**src/rtl/thr_pkg.sv**
```systemverilog
package thr_pkg;

   // Saturate a requested delay to the window length.
   function automatic int unsigned sat_delay(input int unsigned req, input int unsigned win);
      return (req > win) ? win : req;
   endfunction

   // Width needed to hold values 0..n inclusive.
   function automatic int unsigned span_w(input int unsigned n);
      return (n < 2) ? 1 : $clog2(n + 1);
   endfunction

endpackage

```
**src/rtl/thr_wrap_counter.sv**
```systemverilog
module thr_wrap_counter #(
   parameter int unsigned MODULUS = 16,
   localparam int unsigned CW = (MODULUS < 2) ? 1 : $clog2(MODULUS)
) (
   input  logic          clk,
   input  logic          rst_n,
   output logic [CW-1:0] count,
   output logic          at_end
);

   localparam logic [CW-1:0] LAST = CW'(MODULUS - 1);

   assign at_end = (count == LAST);

   always_ff @(posedge clk or negedge rst_n) begin
      if (!rst_n)
         count <= '0;
      else if (at_end)
         count <= '0;
      else
         count <= count + 1'b1;
   end

endmodule

```
**src/rtl/thr_delay_hold.sv**
```systemverilog
module thr_delay_hold
   import thr_pkg::*;
#(
   parameter int unsigned WINDOW = 10000,
   parameter int unsigned DLY_W  = 16,
   localparam int unsigned TW = span_w(WINDOW)
) (
   input  logic             clk,
   input  logic             rst_n,
   input  logic             load,
   input  logic [DLY_W-1:0] req,
   output logic [TW-1:0]    held
);

   localparam bool_need = (DLY_W >= 32) || (((64'd1 << DLY_W) - 64'd1) > 64'(WINDOW));

   logic [TW-1:0] sat;

   generate
      if (bool_need) begin : g_clamp
         localparam logic [DLY_W-1:0] LIM_REQ = DLY_W'(WINDOW);
         localparam logic [TW-1:0]    LIM_OUT = TW'(WINDOW);
         always_comb begin
            if (req > LIM_REQ)
               sat = LIM_OUT;
            else
               sat = TW'(req);
         end
      end else begin : g_pass
         always_comb sat = TW'(req);
      end
   endgenerate

   always_ff @(posedge clk or negedge rst_n) begin
      if (!rst_n)
         held <= '0;
      else if (load)
         held <= sat;
   end

endmodule

```
**src/rtl/thr_gate.sv**
```systemverilog
module thr_gate
   import thr_pkg::*;
#(
   parameter int unsigned WINDOW = 10000,
   parameter int unsigned EPOCH  = 1000000,
   localparam int unsigned TW = span_w(WINDOW),
   localparam int unsigned CW = (WINDOW < 2) ? 1 : $clog2(WINDOW),
   localparam int unsigned SW = span_w(EPOCH)
) (
   input  logic          clk,
   input  logic          rst_n,
   input  logic [CW-1:0] win_pos,
   input  logic          epoch_last,
   input  logic [TW-1:0] delay,
   input  logic          up_valid,
   output logic          up_ready,
   output logic          dn_valid,
   input  logic          dn_ready,
   output logic          allow,
   output logic [SW-1:0] stall_epoch
);

   localparam logic [TW:0] WIN_V = (TW+1)'(WINDOW);

   logic [TW:0]   open_len;
   logic [TW:0]   pos_ext;
   logic [SW-1:0] acc;
   logic [SW-1:0] acc_next;

   assign open_len = WIN_V - {1'b0, delay};
   assign pos_ext  = (TW+1)'(win_pos);
   assign allow    = (pos_ext < open_len);

   assign dn_valid = up_valid & allow;
   assign up_ready = dn_ready & allow;

   assign acc_next = acc + SW'(!allow);

   always_ff @(posedge clk or negedge rst_n) begin
      if (!rst_n) begin
         acc         <= '0;
         stall_epoch <= '0;
      end else if (epoch_last) begin
         acc         <= '0;
         stall_epoch <= acc_next;
      end else begin
         acc         <= acc_next;
      end
   end

endmodule

```
**src/rtl/mem_throttle_gate.sv**
```systemverilog
module mem_throttle_gate
   import thr_pkg::*;
#(
   parameter int unsigned WINDOW = 10000,
   parameter int unsigned EPOCH  = 1000000,
   parameter int unsigned DLY_W  = 16,
   localparam int unsigned TW = span_w(WINDOW),
   localparam int unsigned SW = span_w(EPOCH)
) (
   input  logic             clk,
   input  logic             rst_n,
   input  logic [DLY_W-1:0] delay_in,
   input  logic             up_valid,
   output logic             up_ready,
   output logic             dn_valid,
   input  logic             dn_ready,
   output logic             allow,
   output logic [TW-1:0]    active_delay,
   output logic [SW-1:0]    stall_epoch
);

   localparam int unsigned CW  = (WINDOW < 2) ? 1 : $clog2(WINDOW);
   localparam int unsigned ECW = (EPOCH < 2) ? 1 : $clog2(EPOCH);

   generate
      if (WINDOW < 2) begin : g_bad_window
         $error("WINDOW must be at least 2");
      end
      if (EPOCH % WINDOW != 0) begin : g_bad_epoch
         $error("EPOCH must be a whole multiple of WINDOW");
      end
      if (DLY_W < 1) begin : g_bad_dly
         $error("DLY_W must be at least 1");
      end
   endgenerate

   logic [CW-1:0]  ic;
   logic           win_last;
   logic [ECW-1:0] ec;
   logic           epoch_last;

   thr_wrap_counter #(.MODULUS(WINDOW)) u_win (
      .clk    (clk),
      .rst_n  (rst_n),
      .count  (ic),
      .at_end (win_last)
   );

   thr_wrap_counter #(.MODULUS(EPOCH)) u_epoch (
      .clk    (clk),
      .rst_n  (rst_n),
      .count  (ec),
      .at_end (epoch_last)
   );

   thr_delay_hold #(.WINDOW(WINDOW), .DLY_W(DLY_W)) u_hold (
      .clk   (clk),
      .rst_n (rst_n),
      .load  (epoch_last),
      .req   (delay_in),
      .held  (active_delay)
   );

   thr_gate #(.WINDOW(WINDOW), .EPOCH(EPOCH)) u_gate (
      .clk         (clk),
      .rst_n       (rst_n),
      .win_pos     (ic),
      .epoch_last  (epoch_last),
      .delay       (active_delay),
      .up_valid    (up_valid),
      .up_ready    (up_ready),
      .dn_valid    (dn_valid),
      .dn_ready    (dn_ready),
      .allow       (allow),
      .stall_epoch (stall_epoch)
   );

   logic unused_ok;
   assign unused_ok = &{1'b0, win_last, ec};

endmodule

```
**config.mk**
```make
export PLATFORM = sky130hd
export DESIGN_NAME = mem_throttle_gate
export DESIGN_NICKNAME = d
export VERILOG_FILES = /design/src/rtl/thr_pkg.sv /design/src/rtl/thr_wrap_counter.sv /design/src/rtl/thr_delay_hold.sv /design/src/rtl/thr_gate.sv /design/src/rtl/mem_throttle_gate.sv
export SDC_FILE = /design/constraint.sdc
export NUM_CORES = 1
export LEC_CHECK = 0
export BUFFER_PORTS_ARGS = -buffer_cell sky130_fd_sc_hd__buf_2
export CELL_PAD_IN_SITES_DETAIL_PLACEMENT = 1
export CELL_PAD_IN_SITES_GLOBAL_PLACEMENT = 1
export CORE_UTILIZATION = 45
export DETAILED_ROUTE_END_ITERATION = 10
export PLACE_DENSITY_LB_ADDON = 0.1
export SLEW_MARGIN = 10
export SYNTH_ARGS = -nofsm -noshare
export SYNTH_HDL_FRONTEND = slang
export SYNTH_HIERARCHICAL = 1
export SYNTH_SLANG_ARGS = --single-unit
```
**constraint.sdc**
```tcl
create_clock -name clk -period 5.3 [get_ports clk]
set_clock_uncertainty 0.15 [all_clocks]
set_input_delay 0.795 -clock clk [delete_from_list [all_inputs] [get_ports clk]]
set_output_delay 0.795 -clock clk [all_outputs]
set_load 0.005 [all_outputs]
```
==> results of run 1 <==
## final cells by class
| class | count | area share |
|---|---|---|
| Tap cell | 133 | 0.0320 |
| Timing Repair Buffer | 58 | 0.0573 |
| Multi-Input combinational cell | 334 | 0.435 |
| Inverter | 21 | 0.0152 |
| Clock buffer | 10 | 0.0265 |
| Sequential cell | 88 | 0.423 |
| Clock inverter | 6 | 0.0106 |
## per-layer routing
metal | vias up | track usage | part of all wire
met4 | 0 | 0.0542 | 0.012
met5 | - | 0 | 0
li1 | 1710 | - | -
met3 | 11 | 0.0447 | 0.025
met2 | 42 | 0.340 | 0.48
met1 | 1702 | 0.277 | 0.48
## worst paths after layout
| kind | slack [ns] | from | endpoint |
|---|---|---|---|
| hold reg to reg | 0.37 | u_gate/stall_epoch[0] | u_gate/stall_epoch[0] |
| hold / removal | 0.24 | rst_n | u_win/count[3] |
| setup / recovery | 0.89 | u_hold/held[0] | u_gate/stall_epoch[14] |
| min in group clk | 0.37 | u_gate/stall_epoch[0] | u_gate/stall_epoch[0] |
| setup reg to reg | 0.89 | u_hold/held[0] | u_gate/stall_epoch[14] |
| max in group asynchronous | 3.70 | rst_n | u_gate/stall_epoch[7] |
## report_power, final
part / internal [mW] / leakage, nW / switching, mW
logic: 0.00942 / 1.19 / 0.0216
clock network: 0.190 / 0.0956 / 0.258
registers: 0.671 / 1.15 / 0
## sequential cells by signal (all words and copies together), names as in the netlist
signal / cells
u_gate/stall_epoch: 20
u_hold/held: 14
u_epoch/count: 20
u_win/count: 14
u_gate/acc: 20
## critical path, cell delays in order, from the launching register on
cell       delay, ns
dfrtp_1         0.43
inv_1           0.10
ha_1            0.18
or3b_4          0.42
a2111oi_4       0.47
nor2_1          0.08
o21ai_1         0.14
nand2_1         0.07
ha_1            0.29
o21ai_0         0.09
nand2b_1        0.08
a21oi_1         0.09
a21oi_4         0.16
o31a_1          0.16
ha_1            0.21
ha_1            0.23
nand3_1         0.29
nor4_1          0.34
xnor2_1         0.19
a21oi_1         0.09
## through the flow
| step | instance area, um2 | utilization | power (mW) | hold WS, ns |
|---|---|---|---|---|
| after floorplan | 4600 | - | 0.691 | 0.319 |
| after global placement | 5010 | 0.510 | 0.716 | 0.337 |
| after detailed placement | 5010 | 0.510 | 0.717 | 0.354 |
| after CTS | 5200 | 0.530 | 1.17 | 0.247 |
| after global routing | 5200 | 0.530 | 1.19 | 0.265 |
| final | 5200 | 0.530 | 1.15 | 0.240 |
==> flow_summary_export.csv, run 1 <==
group,metric,value,unit
outcome,status,"finished, final reports clean",
timing,tightest_slew,0.881,ns
placement,dp.cells,634,
timing,fin_ws,0.890,ns
timing,setup_viol,0,
cts,cts_tree,"done",
cts,cts_setup_buffers,0,
critical_path,path_class,"reg -> reg",
grt,grt.total_usage,0.207,
synthesis,syn_inst,455,
timing,timing.fmax,0.227,GHz
pwr,peakVddDrop,0.141,mV
floorplan,coreArea,9820,um2
route,drtPass1Iterations,4,
synthesis,syn_nets,494,
layout,fill_cells,1164,
placement,pre_cts_ws,0.836,ns
layout,seq_area,2200,um2
floorplan,ios,57,
layout,drive_above_1_share,0.190,
timing,slew_viol_final,0,
critical_path,crit_fanout,7,
cts,clk_pin_slew,0.10,ns
layout,antenna_cells,0,
timing,slew_headroom,0.413,
floorplan,fp.dieW,103,um
grt,grt_max_degree,94,
pwr,p_leak,2.44,nW
grt,grt_pass1_vias,3492,
floorplan,die_y,103,um
route,drc,0,
route,num_vias,3465,
cts,clock_path_buffers,2,
cts,clk_latency,0.36,ns
critical_path,required,5.36,ns
layout,layout_common_cells,"88 x dfrtp_1, 65 x nor2_1, 55 x buf_2",
timing,rsz0062_at_grt,"false",
route,routed_via_density,5.33,
timing,hold_violations,0,
layout,areaGrowthSynthToFinish,13.1,%
critical_path,worstSetupStartpointType,"flop",
job,cap_violations,0,
cts,ctsHtreeMaxLevel,3,
timing,fin_crit,4.41,ns
placement,io_buffers,56,
critical_path,rr_worst_depth,19,
cts,hold_buffers,0,
floorplan,start_util,0.468,
timing,setup_tns,0,ns
cts,cts_resized,0,
pwr,powerDensity,221,nW/um2
grt,grt_pass1_wl,16.9,mm
critical_path,cp-end-kind,"flop",
floorplan,rows,36,
route,ant_nets,0,
placement,place_hpwl,7.21,mm
floorplan,dieArea,10600,um2
cts,cts.sinks,88,
layout,nets,551,
synthesis,yosysWarnings,6,
synthesis,netlist_area,4600,um2
min_path,hp-class,"in -> async",
critical_path,worstPathArrival,4.47,ns
route,routedWlPerCell,15.4,um
cts,cts_made_buffers,9,
layout,layout.cells.non_filler,650,
placement,gp_congestion,0.808,
synthesis,synth.avg_cell_area,10.1,um2
route,routed_wl,10.0,mm
cts,cts-root-buf,"clkbuf_8",
route,initialDrtViolationCount,81,
grt,grt-ovfl-total,0,
grt,antenna_found_initial,0,
timing,period_share,0.832,
layout,final_common_cell,"dfrtp_1",
layout,multi_input_area,2260,um2
Power figures use the tool's default switching activity.
==> run 2: changes to the inputs <==
--- a/config.mk
+++ b/config.mk
@@ -8,7 +8,7 @@
 export BUFFER_PORTS_ARGS = -buffer_cell sky130_fd_sc_hd__buf_2
 export CELL_PAD_IN_SITES_DETAIL_PLACEMENT = 1
 export CELL_PAD_IN_SITES_GLOBAL_PLACEMENT = 1
-export CORE_UTILIZATION = 45
+export CORE_UTILIZATION = 41
 export DETAILED_ROUTE_END_ITERATION = 10
 export PLACE_DENSITY_LB_ADDON = 0.1
 export SLEW_MARGIN = 10
==> constraint.sdc (replaced) <==
create_clock -name clk -period 3.9 [get_ports clk]
set_clock_uncertainty 0.15 [all_clocks]
set_input_delay 0.585 -clock clk [delete_from_list [all_inputs] [get_ports clk]]
set_output_delay 0.585 -clock clk [all_outputs]
set_load 0.005 [all_outputs]
==> run 2 against run 1 <==
Net effect: the run now ends with negative setup slack left; flip-flop and latch count stayed put; utilization is 0.89 points lower; non-clock buffer count is 27 higher; power is 36% higher; clock power is 36% higher; critical path depth is 6 lower; register-to-register slack worse by 0.94 ns; die area is 9.6% higher; critical path type is now reg -> out; largest power group unchanged.
==> flow_summary_export.csv, run 2 (synthesis gave the netlist of run 1 again) <==
group,metric,value,unit
outcome,status,"complete, but fails checks",
outcome,violations,"negative setup slack",
timing,slew_headroom,0.620,
critical_path,cp-end-kind,"primary output",
pwr,powerDensity,276,nW/um2
min_path,hp-class,"in -> reg",
layout,antenna_cells,0,
placement,gp_congestion,0.828,
placement,dp.cells,660,
pwr,pwr-share-clk,0.389,
floorplan,coreArea,10900,um2
timing,timing.fmax,0.248,GHz
timing,tightest_slew,0.568,ns
floorplan,dieArea,11600,um2
route,num_vias,3574,
job,cap_violations,0,
cts,cts_made_buffers,9,
pwr,p_leak,2.60,nW
route,ant_nets,0,
layout,drive_above_1_share,0.292,
critical_path,worstSetupStartpointType,"flop",
floorplan,rows,38,
timing,fin_ws,-0.127,ns
layout,fill_cells,1198,
critical_path,path_class,"reg -> out",
critical_path,required,3.16,ns
timing,setup_tns,-0.444,ns
grt,antenna_found_initial,0,
floorplan,ios,57,
layout,layout_common_cells,"88 x dfrtp_1, 65 x nor2_1, 55 x buf_2",
pwr,peakVddDrop,0.164,mV
grt,grt_max_degree,94,
cts,cts_tree,"done",
layout,final_common_cell,"dfrtp_1",
cts,clk_latency,0.37,ns
cts,clk_pin_slew,0.09,ns
critical_path,worstPathArrival,3.29,ns
timing,rsz0062_at_grt,"true",
layout,layout.cells.non_filler,684,
floorplan,fp.dieW,108,um
layout,top_regs,"u_epoch/count x20, u_gate/acc x20, u_gate/stall_epoch x20",
grt,grt.total_usage,0.208,
route,routed_wl,10.9,mm
grt,grt_pass1_wl,19.0,mm
timing,period_share,1.03,
pwr,sequentialPowerShare,0.583,
pwr,internal_power,1.18,mW
floorplan,die_y,108,um
cts,clock_path_buffers,2,
timing,fin_crit,4.03,ns
placement,place_hpwl,7.84,mm
placement,io_buffers,56,
cts,cts.sinks,88,
route,drtPass1Iterations,4,
route,initialDrtViolationCount,150,
route,routedWlPerCell,16.0,um
timing,hold_violations,0,
timing,setup_viol,9,
route,routed_via_density,5.23,
cts,ctsHtreeMaxLevel,3,
pwr,power,1.56,mW
floorplan,start_util,0.422,
pwr,p_comb_frac,0.028,
critical_path,crit_fanout,2,
layout,areaGrowthSynthToFinish,23.3,%
pwr,swShare,0.243,
pwr,p_switching,0.380,mW
layout,nets,578,
grt,grt-ovfl-total,0,
cts,cts-root-buf,"clkbuf_8",
route,drc,0,
grt,grt_pass1_vias,3817,
timing,slew_viol_final,0,
==> run 2: cell types whose count changed in the layout (fill, tap and decap cells not counted), sizes merged <==
cell / delta
clkinv: -3
clkinvlp: +1
buf: +26
dlygate4sd3: +1
inv: +2
==> run 2: path summary, 6_finish.rpt <==
kind                                       start                     end  slack (ns)  cells after the start
max in group asynchronous                  rst_n  u_gate/stall_epoch[14]        2.29                      3
min                                  delay_in[5]          u_hold/held[5]        0.33                      3
min reg2reg                u_gate/stall_epoch[1]   u_gate/stall_epoch[1]        0.36                      1
max reg2reg                       u_hold/held[0]  u_gate/stall_epoch[19]       -0.05                     17
min in group asynchronous                  rst_n       u_epoch/count[19]        0.47                      2
max                               u_hold/held[0]                   allow       -0.13                     13
==> run 2: power groups by stage <==
stage | logic, mW | clock network (mW) | registers, mW
floorplan | 0.00946 | 0 | 0.930
global placement | 0.0434 | 0 | 0.930
detailed placement | 0.0446 | 0 | 0.930
CTS | 0.0460 | 0.640 | 0.912
global route | 0.0508 | 0.677 | 0.912
finish | 0.0437 | 0.608 | 0.912
==> run 2: timing repair <==
| item | 4_1_cts | 5_1_grt |
|---|---|---|
| pin swaps | 17 | 36 |
| endpoints found under the hold margin | 17 | 0 |
| hold buffers | 1 | 0 |
| gates resized for setup | 30 | 20 |
| endpoints found under the setup margin | 36 | 36 |
| setup buffers | 1 | 6 |
==> run 2: critical path: stages (launching register included) <==
cell	delay (ns)
dfrtp_1	0.40
inv_2	0.09
ha_4	0.13
or3b_4	0.40
buf_6	0.14
a21oi_2	0.14
xor2_1	0.18
ha_1	0.26
and3_4	0.16
a221o_1	0.36
and3_4	0.19
buf_6	0.11
o31ai_4	0.22
buf_2	0.15
==> run 2: per-stage QoR <==
| stage | util | area, um2 | hold WS (ns) | setup WS [ns] |
|---|---|---|---|---|
| 6_report | 0.521 | 5670 | 0.327 | -0.127 |
| 5_1_grt | 0.521 | 5670 | 0.317 | -0.281 |
| 4_1_cts | 0.507 | 5520 | 0.292 | -0.0882 |
| 3_5_place_dp | 0.475 | 5170 | 0.331 | -0.264 |
| 3_3_place_gp | 0.475 | 5170 | 0.323 | -0.0967 |
| 2_1_floorplan | - | 4600 | 0.139 | 0.00995 |
==> run 2: layout make-up <==
cell class / count / area, um2 / area share
tap: 140 / 175 / 0.0309
clock buffer: 10 / 138 / 0.0243
multi-input combinational: 334 / 2480 / 0.438
timing repair buffer: 85 / 542 / 0.0956
clock inverter: 6 / 50.0 / 0.00883
inverter: 21 / 78.8 / 0.0139
sequential: 88 / 2200 / 0.388
==> run 2: metal layers <==
layer	share of wire	global-route usage	vias up
li1	-	-	1760
met1	0.49	0.291	1763
met2	0.47	0.326	42
met3	0.025	0.0339	9
met4	0.012	0.0744	0
met5	0	0	-
==> run 3: changes to the inputs <==
--- a/config.mk
+++ b/config.mk
@@ -10,6 +10,7 @@
 export CELL_PAD_IN_SITES_GLOBAL_PLACEMENT = 1
 export CORE_UTILIZATION = 41
 export DETAILED_ROUTE_END_ITERATION = 10
+export MAX_ROUTING_LAYER = met4
 export PLACE_DENSITY_LB_ADDON = 0.1
 export SLEW_MARGIN = 10
 export SYNTH_ARGS = -nofsm -noshare
==> constraint.sdc (replaced) <==
create_clock -name clk -period 3.35 [get_ports clk]
set_clock_uncertainty 0.15 [all_clocks]
set_input_delay 0.5025 -clock clk [delete_from_list [all_inputs] [get_ports clk]]
set_output_delay 0.5025 -clock clk [all_outputs]
set_load 0.005 [all_outputs]
==> run 3 against run 2 <==
Net effect: the run ends with negative hold slack, negative setup slack left; via count grew 1.8%; first-iteration DRC count down 33%; combinational power is 17% higher; global-route usage rose by 0.94 points; die area stayed put; largest cell class unchanged; highest routed layer unchanged; power increased by 20%; critical endpoint is now u_gate/stall_epoch[11]; register-to-register slack worse by 0.57 ns; count of clock-buffer cells in the layout up 2; sequential power increased by 16%; routed wire length grew 0.58%; flip-flop and latch count stayed put; non-clock buffer count grew 7.
==> flow_summary_export.csv, run 3 (synthesis gave the netlist of run 1 again) <==
group,metric,value,unit
job,cap_violations,0,
floorplan,fp.dieW,108,um
timing,slew_headroom,0.555,
layout,antenna_cells,0,
cts,cts_made_buffers,9,
layout,drive_above_1_share,0.327,
min_path,hp-class,"in -> async",
outcome,status,"complete, but fails checks",
timing,setup_viol,42,
route,ant_nets,0,
grt,antenna_found_initial,0,
grt,grt_pass1_vias,3840,
floorplan,die_y,108,um
floorplan,dieArea,11600,um2
pwr,sequentialPowerShare,0.568,
floorplan,coreArea,10900,um2
grt,grt-ovfl-total,0,
placement,gp_congestion,0.826,
layout,layout_common_cells,"88 x dfrtp_1, 63 x nor2_1, 55 x buf_2",
critical_path,required,3.46,ns
placement,place_hpwl,7.92,mm
route,routedWlPerCell,15.9,um
grt,grt.total_usage,0.218,
critical_path,cp-end-kind,"flop",
layout,final_common_cell,"dfrtp_1",
timing,tightest_slew,0.667,ns
layout,nets,585,
route,initialDrtViolationCount,100,
layout,final_util,0.539,
pwr,p_switching,0.423,mW
route,routed_wl,11.0,mm
timing,setup_tns,-19.52,ns
pwr,p_comb_frac,0.027,
timing,period_share,1.19,
cts,cts.sinks,88,
critical_path,worstPathArrival,4.08,ns
route,routed_via_density,5.26,
pwr,power,1.87,mW
timing,timing.fmax,0.252,GHz
pwr,peakVddDrop,0.297,mV
critical_path,crit_fanout,4,
cts,cts-root-buf,"clkbuf_8",
route,drc,0,
floorplan,ios,57,
floorplan,start_util,0.422,
critical_path,regToRegSetupSlack,-0.62,ns
cts,clock_path_buffers,2,
pwr,p_leak,2.73,nW
grt,grt_max_degree,55,
timing,hold_violations,4,
pwr,internal_power,1.45,mW
layout,areaGrowthSynthToFinish,27.7,%
critical_path,rr_worst_depth,16,
timing,fin_ws,-0.623,ns
pwr,pwr-share-clk,0.405,
layout,layout.cells.non_filler,691,
pwr,swShare,0.226,
outcome,violations,"negative hold slack, negative setup slack",
critical_path,path_class,"reg -> reg",
placement,io_buffers,56,
critical_path,r2r-start,"u_hold/held[0]",
timing,rsz0062_at_grt,"true",
layout,top_regs,"u_epoch/count x20, u_gate/acc x20, u_gate/stall_epoch x20",
grt,grt_pass1_wl,19.0,mm
route,num_vias,3638,
timing,timing.hold.ws,-0.00738,ns
layout,fill_cells,1208,
route,drtPass1Iterations,4,
floorplan,rows,38,
timing,fin_crit,3.97,ns
placement,dp.cells,663,
cts,ctsHtreeMaxLevel,3,
cts,cts_tree,"done",
placement,pre_cts_ws,-0.712,ns
pwr,powerDensity,318,nW/um2
cts,clk_latency,0.38,ns
critical_path,r2r-end,"u_gate/stall_epoch[11]",
timing,slew_viol_final,0,
critical_path,worstSetupStartpointType,"flop",
cts,clk_pin_slew,0.09,ns
[run 3: cell types whose count changed in the layout (fill, tap and decap cells not counted), sizes merged]
cell and change:
buf +8, dlygate4sd3 -1, clkbuf +2, clkinv +1, clkinvlp -2, bufinv +1
inv -2
[run 3: critical path, cell delays in order (launching register included)]
cell and delay, ns:
dfrtp_1 0.40, inv_2 0.09, ha_4 0.13, or3b_4 0.40, a2111oi_4 0.41, nor2_1 0.10, xor2_1 0.16, ha_1 0.32
a211oi_2 0.23, nand3_1 0.12, o31a_1 0.34, ha_4 0.19, and4_2 0.27, nand2_1 0.08, nor2_1 0.05, xnor2_1 0.29
a21oi_1 0.12
[run 3: timing repair]
action                     CTS  global route
resized for setup           34            30
buffers inserted             1            12
setup endpoints to repair   43            43
pin swaps                   22            21
hold buffers                 0             0
[run 3: how the worst max path moves through the flow]
stage | start | to | slack [ns] | cells past startpoint
floorplan | u_hold/held[0] | u_gate/stall_epoch[12] | -0.34 | 16
global placement | u_hold/held[0] | u_gate/stall_epoch[19] | -0.66 | 18
detailed placement | u_hold/held[0] | u_gate/stall_epoch[19] | -0.71 | 15
CTS | u_hold/held[0] | u_gate/stall_epoch[13] | -0.65 | 16
global route | u_hold/held[0] | u_gate/stall_epoch[11] | -0.80 | 16
finish | u_hold/held[0] | u_gate/stall_epoch[11] | -0.62 | 16
[run 3: layout make-up]
class	instances	area, um2	share of cell area
Multi-Input combinational cell	334	2630	0.448
Clock buffer	12	145	0.0247
Clock inverter	4	52.6	0.00895
Inverter	21	78.8	0.0134
Sequential cell	88	2200	0.375
Tap cell	140	175	0.0298
Timing Repair Buffer	92	588	0.100
[run 3: metal layers]
layer / GRT usage / up-vias / wire [um]
met2: 0.336 / 45 / 5290
met5: - / - / 0
met3: 0.0387 / 18 / 241
met1: 0.284 / 1807 / 5260
li1: - / 1768 / -
met4: 0.0871 / 0 / 222
[run 3: power groups by stage]
stage	combinational [mW]	clock [mW]	sequential (mW)
6_report	0.0510	0.757	1.06
5_1_grt	0.0590	0.826	1.06
4_1_cts	0.0534	0.788	1.06
3_5_place_dp	0.0520	0	1.08
3_3_place_gp	0.0508	0	1.08
2_1_floorplan	0.0110	0	1.08
[run 3: metrics by stage]
stage	instance area (um2)	hold slack, ns
floorplan	4650	0.0569
global placement	5240	0.342
detailed placement	5240	0.347
CTS	5630	0.0137
global route	5870	0.0343
finish	5870	-0.00738
